--- src/rtl/tsa_pkg.sv ---
// Shared types and register offsets for the staged thermal alarm.
// Assumes a byte-wide register port with 8-bit offsets.
package tsa_pkg;
    localparam int unsigned REG_AW = 8;
    localparam int unsigned REG_DW = 8;

    typedef logic [1:0] stage_t;

    localparam logic [REG_AW-1:0] OFS_ID_A  = 8'h04;
    localparam logic [REG_AW-1:0] OFS_ID_B  = 8'h05;
    localparam logic [REG_AW-1:0] OFS_STAT  = 8'h08;
    localparam logic [REG_AW-1:0] OFS_LIMIT = 8'h40;
    localparam logic [REG_AW-1:0] OFS_CLEAR = 8'h42;
    localparam logic [REG_AW-1:0] OFS_ENA   = 8'h46;

    localparam logic [REG_DW-1:0] ID_A_VAL = 8'h09;
    localparam logic [REG_DW-1:0] ID_B_VAL = 8'h08;

    // Software-held control state
    typedef struct packed {
        logic       mask3;
        logic       mask2;
        logic [1:0] thr;
        logic       force_on;
        logic       follow_hw;
    } ctrl_t;
endpackage

--- src/rtl/tsa_regs.sv ---
// Register file: holds control bits, decodes clear pulses and the status
// read, and muxes read data. Assumes one access per cycle.
module tsa_regs
    import tsa_pkg::*;
(
    input  logic              clk,
    input  logic              rst_n,
    input  logic [REG_AW-1:0] addr,
    input  logic [REG_DW-1:0] wdata,
    input  logic              we,
    input  logic              re,
    input  stage_t            status,
    output ctrl_t             ctrl,
    output logic [1:0]        sd_clr,
    output logic              stat_rd,
    output logic [REG_DW-1:0] rdata
);
    logic unused_wbits;
    assign unused_wbits = ^{wdata[5:2], wdata[6:1]};

    // Capture control writes
    always_ff @(posedge clk) begin
        if (!rst_n) begin
            ctrl <= '0;
        end else if (we) begin
            if (addr == OFS_LIMIT) begin
                ctrl.mask3 <= wdata[7];
                ctrl.mask2 <= wdata[6];
                ctrl.thr   <= wdata[1:0];
            end
            if (addr == OFS_ENA) begin
                ctrl.force_on  <= wdata[7];
                ctrl.follow_hw <= wdata[0];
            end
        end
    end

    // Single-cycle clear strobes, index 0 = stage 2, index 1 = stage 3
    assign sd_clr  = (we && addr == OFS_CLEAR) ? wdata[7:6] : 2'b00;
    assign stat_rd = re && (addr == OFS_STAT);

    // Read data mux
    always_comb begin
        rdata = '0;
        if (re) begin
            case (addr)
                OFS_ID_A:  rdata = ID_A_VAL;
                OFS_ID_B:  rdata = ID_B_VAL;
                OFS_STAT:  rdata = {6'd0, status};
                OFS_LIMIT: rdata = {ctrl.mask3, ctrl.mask2, 4'd0, ctrl.thr};
                OFS_ENA:   rdata = {ctrl.force_on, 6'd0, ctrl.follow_hw};
                default:   rdata = '0;
            endcase
        end
    end
endmodule

--- src/rtl/tsa_stage.sv ---
// Stage tracker: compares each accepted sample against threshold-relative
// limits with hysteresis and moves at most one stage per sample.
// Assumes boundary arithmetic fits in 32 bits.
module tsa_stage
    import tsa_pkg::*;
#(
    parameter int unsigned TEMP_W        = 20,
    parameter int unsigned BASE_MC       = 105000,
    parameter int unsigned THR_STEP_MC   = 5000,
    parameter int unsigned STAGE_STEP_MC = 20000,
    parameter int unsigned HYST_MC       = 2000
) (
    input  logic              clk,
    input  logic              rst_n,
    input  logic              en,
    input  logic [TEMP_W-1:0] temp,
    input  logic              vld,
    input  logic [1:0]        thr,
    output stage_t            stage,
    output logic              moved,
    output logic              step
);
    localparam stage_t TOP = 2'd3;

    logic [31:0] lvl_base, rise_lim, fall_lim, temp_w;
    stage_t      stage_d;

    // Next stage from the limits around the current one
    always_comb begin
        lvl_base = 32'(BASE_MC) + 32'(THR_STEP_MC) * 32'(thr);
        rise_lim = lvl_base + 32'(STAGE_STEP_MC) * 32'(stage) + 32'(HYST_MC);
        fall_lim = lvl_base + 32'(STAGE_STEP_MC) * 32'(stage)
                   - 32'(STAGE_STEP_MC) - 32'(HYST_MC);
        temp_w   = 32'(temp);
        stage_d  = stage;
        if (!en) begin
            stage_d = '0;
        end else if (vld) begin
            if (stage != TOP && temp_w >= rise_lim) begin
                stage_d = stage + 2'd1;
            end else if (stage != '0 && temp_w < fall_lim) begin
                stage_d = stage - 2'd1;
            end
        end
    end

    // Stage register
    always_ff @(posedge clk) begin
        if (!rst_n) stage <= '0;
        else        stage <= stage_d;
    end

    assign moved = (stage_d != stage);
    assign step  = moved && en;
endmodule

--- src/rtl/tsa_report.sv ---
// Reporting: raises the interrupt level at once on a stage step and copies
// the stage to the status field after SETTLE_CYC edges. Assumes SETTLE_CYC >= 1.
module tsa_report
    import tsa_pkg::*;
#(
    parameter int unsigned SETTLE_CYC = 8000000
) (
    input  logic   clk,
    input  logic   rst_n,
    input  stage_t stage,
    input  logic   moved,
    input  logic   step,
    input  logic   stat_rd,
    output stage_t status,
    output logic   irq
);
    localparam int unsigned CW = $clog2(SETTLE_CYC + 1);

    logic [CW-1:0] wait_cnt;

    // Settling counter, restarted by every stage movement
    always_ff @(posedge clk) begin
        if (!rst_n) begin
            wait_cnt <= '0;
            status   <= '0;
        end else if (moved) begin
            wait_cnt <= CW'(SETTLE_CYC);
        end else if (wait_cnt != '0) begin
            wait_cnt <= wait_cnt - CW'(1);
            if (wait_cnt == CW'(1)) status <= stage;
        end
    end

    // Interrupt level: set on a step, cleared by a status read
    always_ff @(posedge clk) begin
        if (!rst_n)       irq <= 1'b0;
        else if (step)    irq <= 1'b1;
        else if (stat_rd) irq <= 1'b0;
    end
endmodule

--- src/rtl/tsa_sd_latch.sv ---
// One shutdown request latch for a given stage level, with clear and mask.
// Assumes clear is a single-cycle strobe.
module tsa_sd_latch
    import tsa_pkg::*;
#(
    parameter int LEVEL = 2
) (
    input  logic   clk,
    input  logic   rst_n,
    input  stage_t stage,
    input  logic   clr,
    input  logic   mask,
    output logic   lat,
    output logic   req
);
    logic at_level;
    assign at_level = (int'(stage) >= LEVEL);

    // Latch on reaching the level; clear only once below it
    always_ff @(posedge clk) begin
        if (!rst_n)        lat <= 1'b0;
        else if (at_level) lat <= 1'b1;
        else if (clr)      lat <= 1'b0;
    end

    assign req = lat && !mask;
endmodule

--- src/rtl/thermal_stage_alarm.sv ---
// Top: staged thermal alarm with hysteresis, settled status, level interrupt
// and two latched, maskable shutdown requests. Assumes temp_mc is unsigned.
module thermal_stage_alarm
    import tsa_pkg::*;
#(
    parameter int unsigned TEMP_W        = 20,
    parameter int unsigned SETTLE_CYC    = 8000000,
    parameter int unsigned BASE_MC       = 105000,
    parameter int unsigned THR_STEP_MC   = 5000,
    parameter int unsigned STAGE_STEP_MC = 20000,
    parameter int unsigned HYST_MC       = 2000
) (
    input  logic              clk,
    input  logic              rst_n,
    input  logic              hw_en,
    input  logic [TEMP_W-1:0] temp_mc,
    input  logic              temp_vld,
    input  logic [REG_AW-1:0] reg_addr,
    input  logic [REG_DW-1:0] reg_wdata,
    input  logic              reg_we,
    input  logic              reg_re,
    output logic [REG_DW-1:0] reg_rdata,
    output logic              irq,
    output logic              sd2_req,
    output logic              sd3_req
);
    localparam int N_SD = 2;

    ctrl_t          ctrl;
    stage_t         stage_q, status_q;
    logic           mon_en, moved, step, stat_rd;
    logic [N_SD-1:0] sd_clr, sd_mask, sd_lat, sd_req;

    assign mon_en  = ctrl.force_on || (ctrl.follow_hw && hw_en);
    assign sd_mask = {ctrl.mask3, ctrl.mask2};

    tsa_regs u_regs (
        .clk(clk), .rst_n(rst_n), .addr(reg_addr), .wdata(reg_wdata),
        .we(reg_we), .re(reg_re), .status(status_q), .ctrl(ctrl),
        .sd_clr(sd_clr), .stat_rd(stat_rd), .rdata(reg_rdata)
    );

    tsa_stage #(
        .TEMP_W(TEMP_W), .BASE_MC(BASE_MC), .THR_STEP_MC(THR_STEP_MC),
        .STAGE_STEP_MC(STAGE_STEP_MC), .HYST_MC(HYST_MC)
    ) u_stage (
        .clk(clk), .rst_n(rst_n), .en(mon_en), .temp(temp_mc), .vld(temp_vld),
        .thr(ctrl.thr), .stage(stage_q), .moved(moved), .step(step)
    );

    tsa_report #(.SETTLE_CYC(SETTLE_CYC)) u_report (
        .clk(clk), .rst_n(rst_n), .stage(stage_q), .moved(moved), .step(step),
        .stat_rd(stat_rd), .status(status_q), .irq(irq)
    );

    // One latch per upper stage: index 0 = stage 2, index 1 = stage 3
    for (genvar g = 0; g < N_SD; g++) begin : g_sd
        tsa_sd_latch #(.LEVEL(g + 2)) u_sd (
            .clk(clk), .rst_n(rst_n), .stage(stage_q), .clr(sd_clr[g]),
            .mask(sd_mask[g]), .lat(sd_lat[g]), .req(sd_req[g])
        );
    end

    assign sd2_req = sd_req[0];
    assign sd3_req = sd_req[1];
endmodule

--- config.mk ---
export PLATFORM = sky130hd
export DESIGN_NAME = thermal_stage_alarm
export DESIGN_NICKNAME = d
export VERILOG_FILES = /design/src/rtl/tsa_pkg.sv /design/src/rtl/tsa_regs.sv /design/src/rtl/tsa_stage.sv /design/src/rtl/tsa_report.sv /design/src/rtl/tsa_sd_latch.sv /design/src/rtl/thermal_stage_alarm.sv
export SDC_FILE = /design/constraint.sdc
export NUM_CORES = 1
export LEC_CHECK = 0
export BUFFER_PORTS_ARGS = -buffer_cell sky130_fd_sc_hd__buf_2
export CELL_PAD_IN_SITES_DETAIL_PLACEMENT = 1
export CELL_PAD_IN_SITES_GLOBAL_PLACEMENT = 1
export CORE_UTILIZATION = 30
export CTS_CLUSTER_SIZE = 24
export DETAILED_ROUTE_END_ITERATION = 8
export PLACE_DENSITY = 0.61
export SYNTH_ARGS = -nofsm -noshare
export SYNTH_HDL_FRONTEND = slang
export SYNTH_SLANG_ARGS = --single-unit
--- constraint.sdc ---
create_clock -name clk -period 15.2 [get_ports clk]
set_input_delay 3.04 -clock clk [delete_from_list [all_inputs] [get_ports clk]]
set_output_delay 3.04 -clock clk [all_outputs]
set_load 0.01 [all_outputs]
==> results.py <==
metrics = {
    "synthesis": {
        "syn_area_um2": 3460,
        "yosysMostFrequentCell": "ha_1",
        "synth_common_cells": "ha_1, dfxtp_1, nor2_1",
        "synth_edf_count": 0,
        "yosysTopAreaCellShare_pct": 20.8,
        "synthesis.area_per_instance_um2": 8.15,
        "yosys.cell_types.count": 61,
        "synth_warnings": 0,
        "synth_seq_cells": 36,
        "syn_inst": 424,
        "yosysSeqAreaShare_pct": 20.8,
        "synthArstFlopShare_pct": 0,
        "synth_area_leader_cell": "dfxtp_1",
        "synthTopCellsByArea": "dfxtp_1, ha_1, xnor2_1",
        "ys.flop_type": "dfxtp_1",
    },
    "timing": {
        "skew_ps": 6.33,
        "finalSetupTns_ps": 0,
        "drv_slew": 0,
        "max_slew_margin_pct": 36.2,
        "hold_viol": 0,
        "setup_viol": 0,
        "rsz0062_at_grt": "false",
        "period_needed_ps": 7730,
        "hold_ws_ps": 472,
        "tightest_slew_ps": 956,
        "fmax_mhz": 129,
        "min_period_over_period_pct": 50.9,
    },
    "grt": {
        "grt_pass1_wl_mm": 15.3,
        "grt_util_all_layers_pct": 16.1,
        "gr-total-overflow": 0,
        "grt_max_degree": 30,
        "grt_pass1_vias": 3273,
        "antenna_found_initial": 0,
    },
    "run": {
        "drv_cap": 0,
    },
    "power_and_ir_drop": {
        "comb_power_share_pct": 43.7,
        "leakage_nw": 1.65,
        "total_power_mw": 0.444,
        "pwr-share-seq_pct": 32.7,
        "p_sw_share_pct": 38.4,
        "power.net_switching_mw": 0.170,
        "power.internal_mw": 0.274,
        "pwr-share-clk_pct": 23.6,
        "power_density_nw_per_um2": 112,
        "peakVddDrop_v": 0.0000996,
    },
    "clock_tree": {
        "numCtsBuffers": 5,
        "hold_buffers": 0,
        "cts_sinks": 36,
        "cts_max_path_buffers": 2,
        "path_clk_slew_ps": 50,
        "htreeDepth": 2,
        "post_cts_buffers": 0,
        "cts_tree": "done",
        "cts.repair.resized": 0,
        "cts_root_buf": "clkbuf_16",
        "clock_latency_ps": 280,
    },
    "cells_and_area": {
        "drive_above_1_share_pct": 14.5,
        "fin_nets": 561,
        "syn_to_final_growth_pct": 14.5,
        "final_util_pct": 35.9,
        "fin_cells": 608,
        "n_antenna_cell": 0,
    },
    "detailed_routing": {
        "first_iter_violations": 66,
        "antenna_left": 0,
        "wire_per_inst_um": 14.6,
        "dr.pass1.iters": 3,
        "viasPerCell": 5.22,
        "totalWireLength_mm": 8.86,
        "vias": 3176,
        "drc": 0,
    },
    "worst_setup_path": {
        "crit_family": "simple AND/OR/NAND/NOR gates",
        "critical_path.slowest_cell": "nor4_1",
        "cp-start-kind": "input port",
        "required_ps": 12160,
        "path_cells": "buf_2, nor4_1, and3_1, a221oi_1, nor2_1, buf_2",
        "critPathCaptureType": "primary output",
        "cpPeakStageDelay_ps": 650,
        "timing.rr.start": "u_stage.stage[1]$_SDFF_PN0_",
        "path_class": "in -> out",
        "worst-path-buf-inv": 2,
        "reg2reg_to": "u_report.wait_cnt[14]$_SDFFE_PP0P_",
        "setup.worst_path.end": "reg_rdata[0]",
        "r2r_cells": 19,
        "setup.worst_path.start": "reg_addr[3]",
        "crit_fanout": 9,
        "r2r_slack_ps": 9310,
        "cpMostUsedCell": "buf_2",
        "arrival_ps": 4690,
        "path_depth": 6,
    },
    "floorplanning": {
        "die-area_um2": 12000,
        "die_height_um": 109,
        "die_w_um": 109,
        "pin_count": 53,
        "num_rows": 38,
        "coreArea_um2": 11000,
        "start_util_pct": 31.3,
    },
    "placement": {
        "placed_cells": 600,
        "io_buffers": 45,
        "place.gp.congestion": 0.773,
        "hpwl_mm": 7.24,
    },
    "hold_path": {
        "hold_path.class": "reg -> reg",
    },
    "outcome": {
        "status": "completed",
    },
}
==> placed cells by master (no fill, tap or decap), types with 5 or more instances in the layout <==
| master | synthesis | layout |
|---|---|---|
| ha_1 | 51 | 51 |
| buf_2 | 3 | 45 |
| dfxtp_1 | 36 | 36 |
| nor2_1 | 34 | 34 |
| xnor2_1 | 33 | 33 |
| a21oi_1 | 29 | 29 |
| nand2_1 | 24 | 24 |
| nor3_1 | 23 | 23 |
| inv_1 | 15 | 15 |
| xor2_1 | 15 | 15 |
| nand3_1 | 14 | 14 |
| o21ai_0 | 9 | 9 |
| a211oi_1 | 9 | 9 |
| nor4_1 | 8 | 8 |
| a21o_1 | 7 | 7 |
| nand4_1 | 7 | 7 |
| nor2b_1 | 6 | 6 |
| o21ai_1 | 6 | 6 |
| conb_1 | 2 | 6 |
| o211ai_1 | 5 | 5 |
| or3_1 | 5 | 5 |
| clkbuf_16 | 0 | 5 |
==> worst min-delay path: stages (launching register included) <==
cell	delay (ps)
dfxtp_1	320
nand2_1	50
a21oi_1	50
==> power by group through the flow <==
stage	Combinational [mW]	Sequential, mW	Clock, mW
floorplan	0.160	0.141	0
global placement	0.190	0.145	0
global route	0.220	0.149	0.111
CTS	0.197	0.145	0.107
finish	0.194	0.145	0.105
detailed placement	0.195	0.147	0
==> worst min-delay path by stage <==
stage | start | to | slack (ps) | cells after the start
after CTS | u_regs.ctrl[4]$_SDFFE_PN0P_ | u_regs.ctrl[4]$_SDFFE_PN0P_ | 480 | 2
final | u_regs.ctrl[4]$_SDFFE_PN0P_ | u_regs.ctrl[4]$_SDFFE_PN0P_ | 470 | 2
after floorplan | u_report.status[1]$_SDFFE_PN0P_ | u_report.status[1]$_SDFFE_PN0P_ | 440 | 2
after global placement | g_sd[1].u_sd.lat$_SDFFE_PN0P_ | g_sd[1].u_sd.lat$_SDFFE_PN0P_ | 470 | 2
after detailed placement | u_regs.ctrl[4]$_SDFFE_PN0P_ | u_regs.ctrl[4]$_SDFFE_PN0P_ | 470 | 2
after global routing | u_regs.ctrl[4]$_SDFFE_PN0P_ | u_regs.ctrl[4]$_SDFFE_PN0P_ | 500 | 2
==> metal layers <==
metal / routed length, um / share of wire (%) / GRT usage [%]
met5: 0 / 0 / 0
met4: 83 / 0.94 / 3.71
met3: 229 / 2.6 / 1.78
met2: 4260 / 48 / 29.2
met1: 4290 / 48 / 20.2
==> sequential cells by signal, summed over array words and instances (netlist names) <==
signal             cells
u_report.irq           1
u_report.status        2
u_stage.stage          2
u_report.wait_cnt     23
g_sd.u_sd.lat          2
u_regs.ctrl            6
==> metrics by stage <==
step / setup slack, ps / area [um2]
global placement: 7480 / 3810
CTS: 7470 / 3960
finish: 7470 / 3960
global route: 7310 / 3960
floorplan: 7860 / 3470
detailed placement: 7470 / 3810
==> kinds of logic after synthesis <==
group / count (synthesis) / share of synthesized area [%]
AND/OR/NAND/NOR: 159 / 25.3
AO/OA/AOI/OAI: 92 / 17.2
adder cells (fa/ha/maj): 52 / 19.0
XOR/XNOR: 49 / 12.6
flip-flops: 36 / 20.8
buffers and inverters: 30 / 3.69
multiplexers: 4 / 1.16
other: 2 / 0.217
==> cell type report <==
class	instances	area (um2)
Inverter	17	63.8
Sequential cell	36	721
Clock buffer	7	143
Clock inverter	1	7.51
Fill cell	1369	7070
Timing Repair Buffer	45	225
Tap cell	140	175
Multi-Input combinational cell	362	2620
Power figures use the tool's default switching activity.
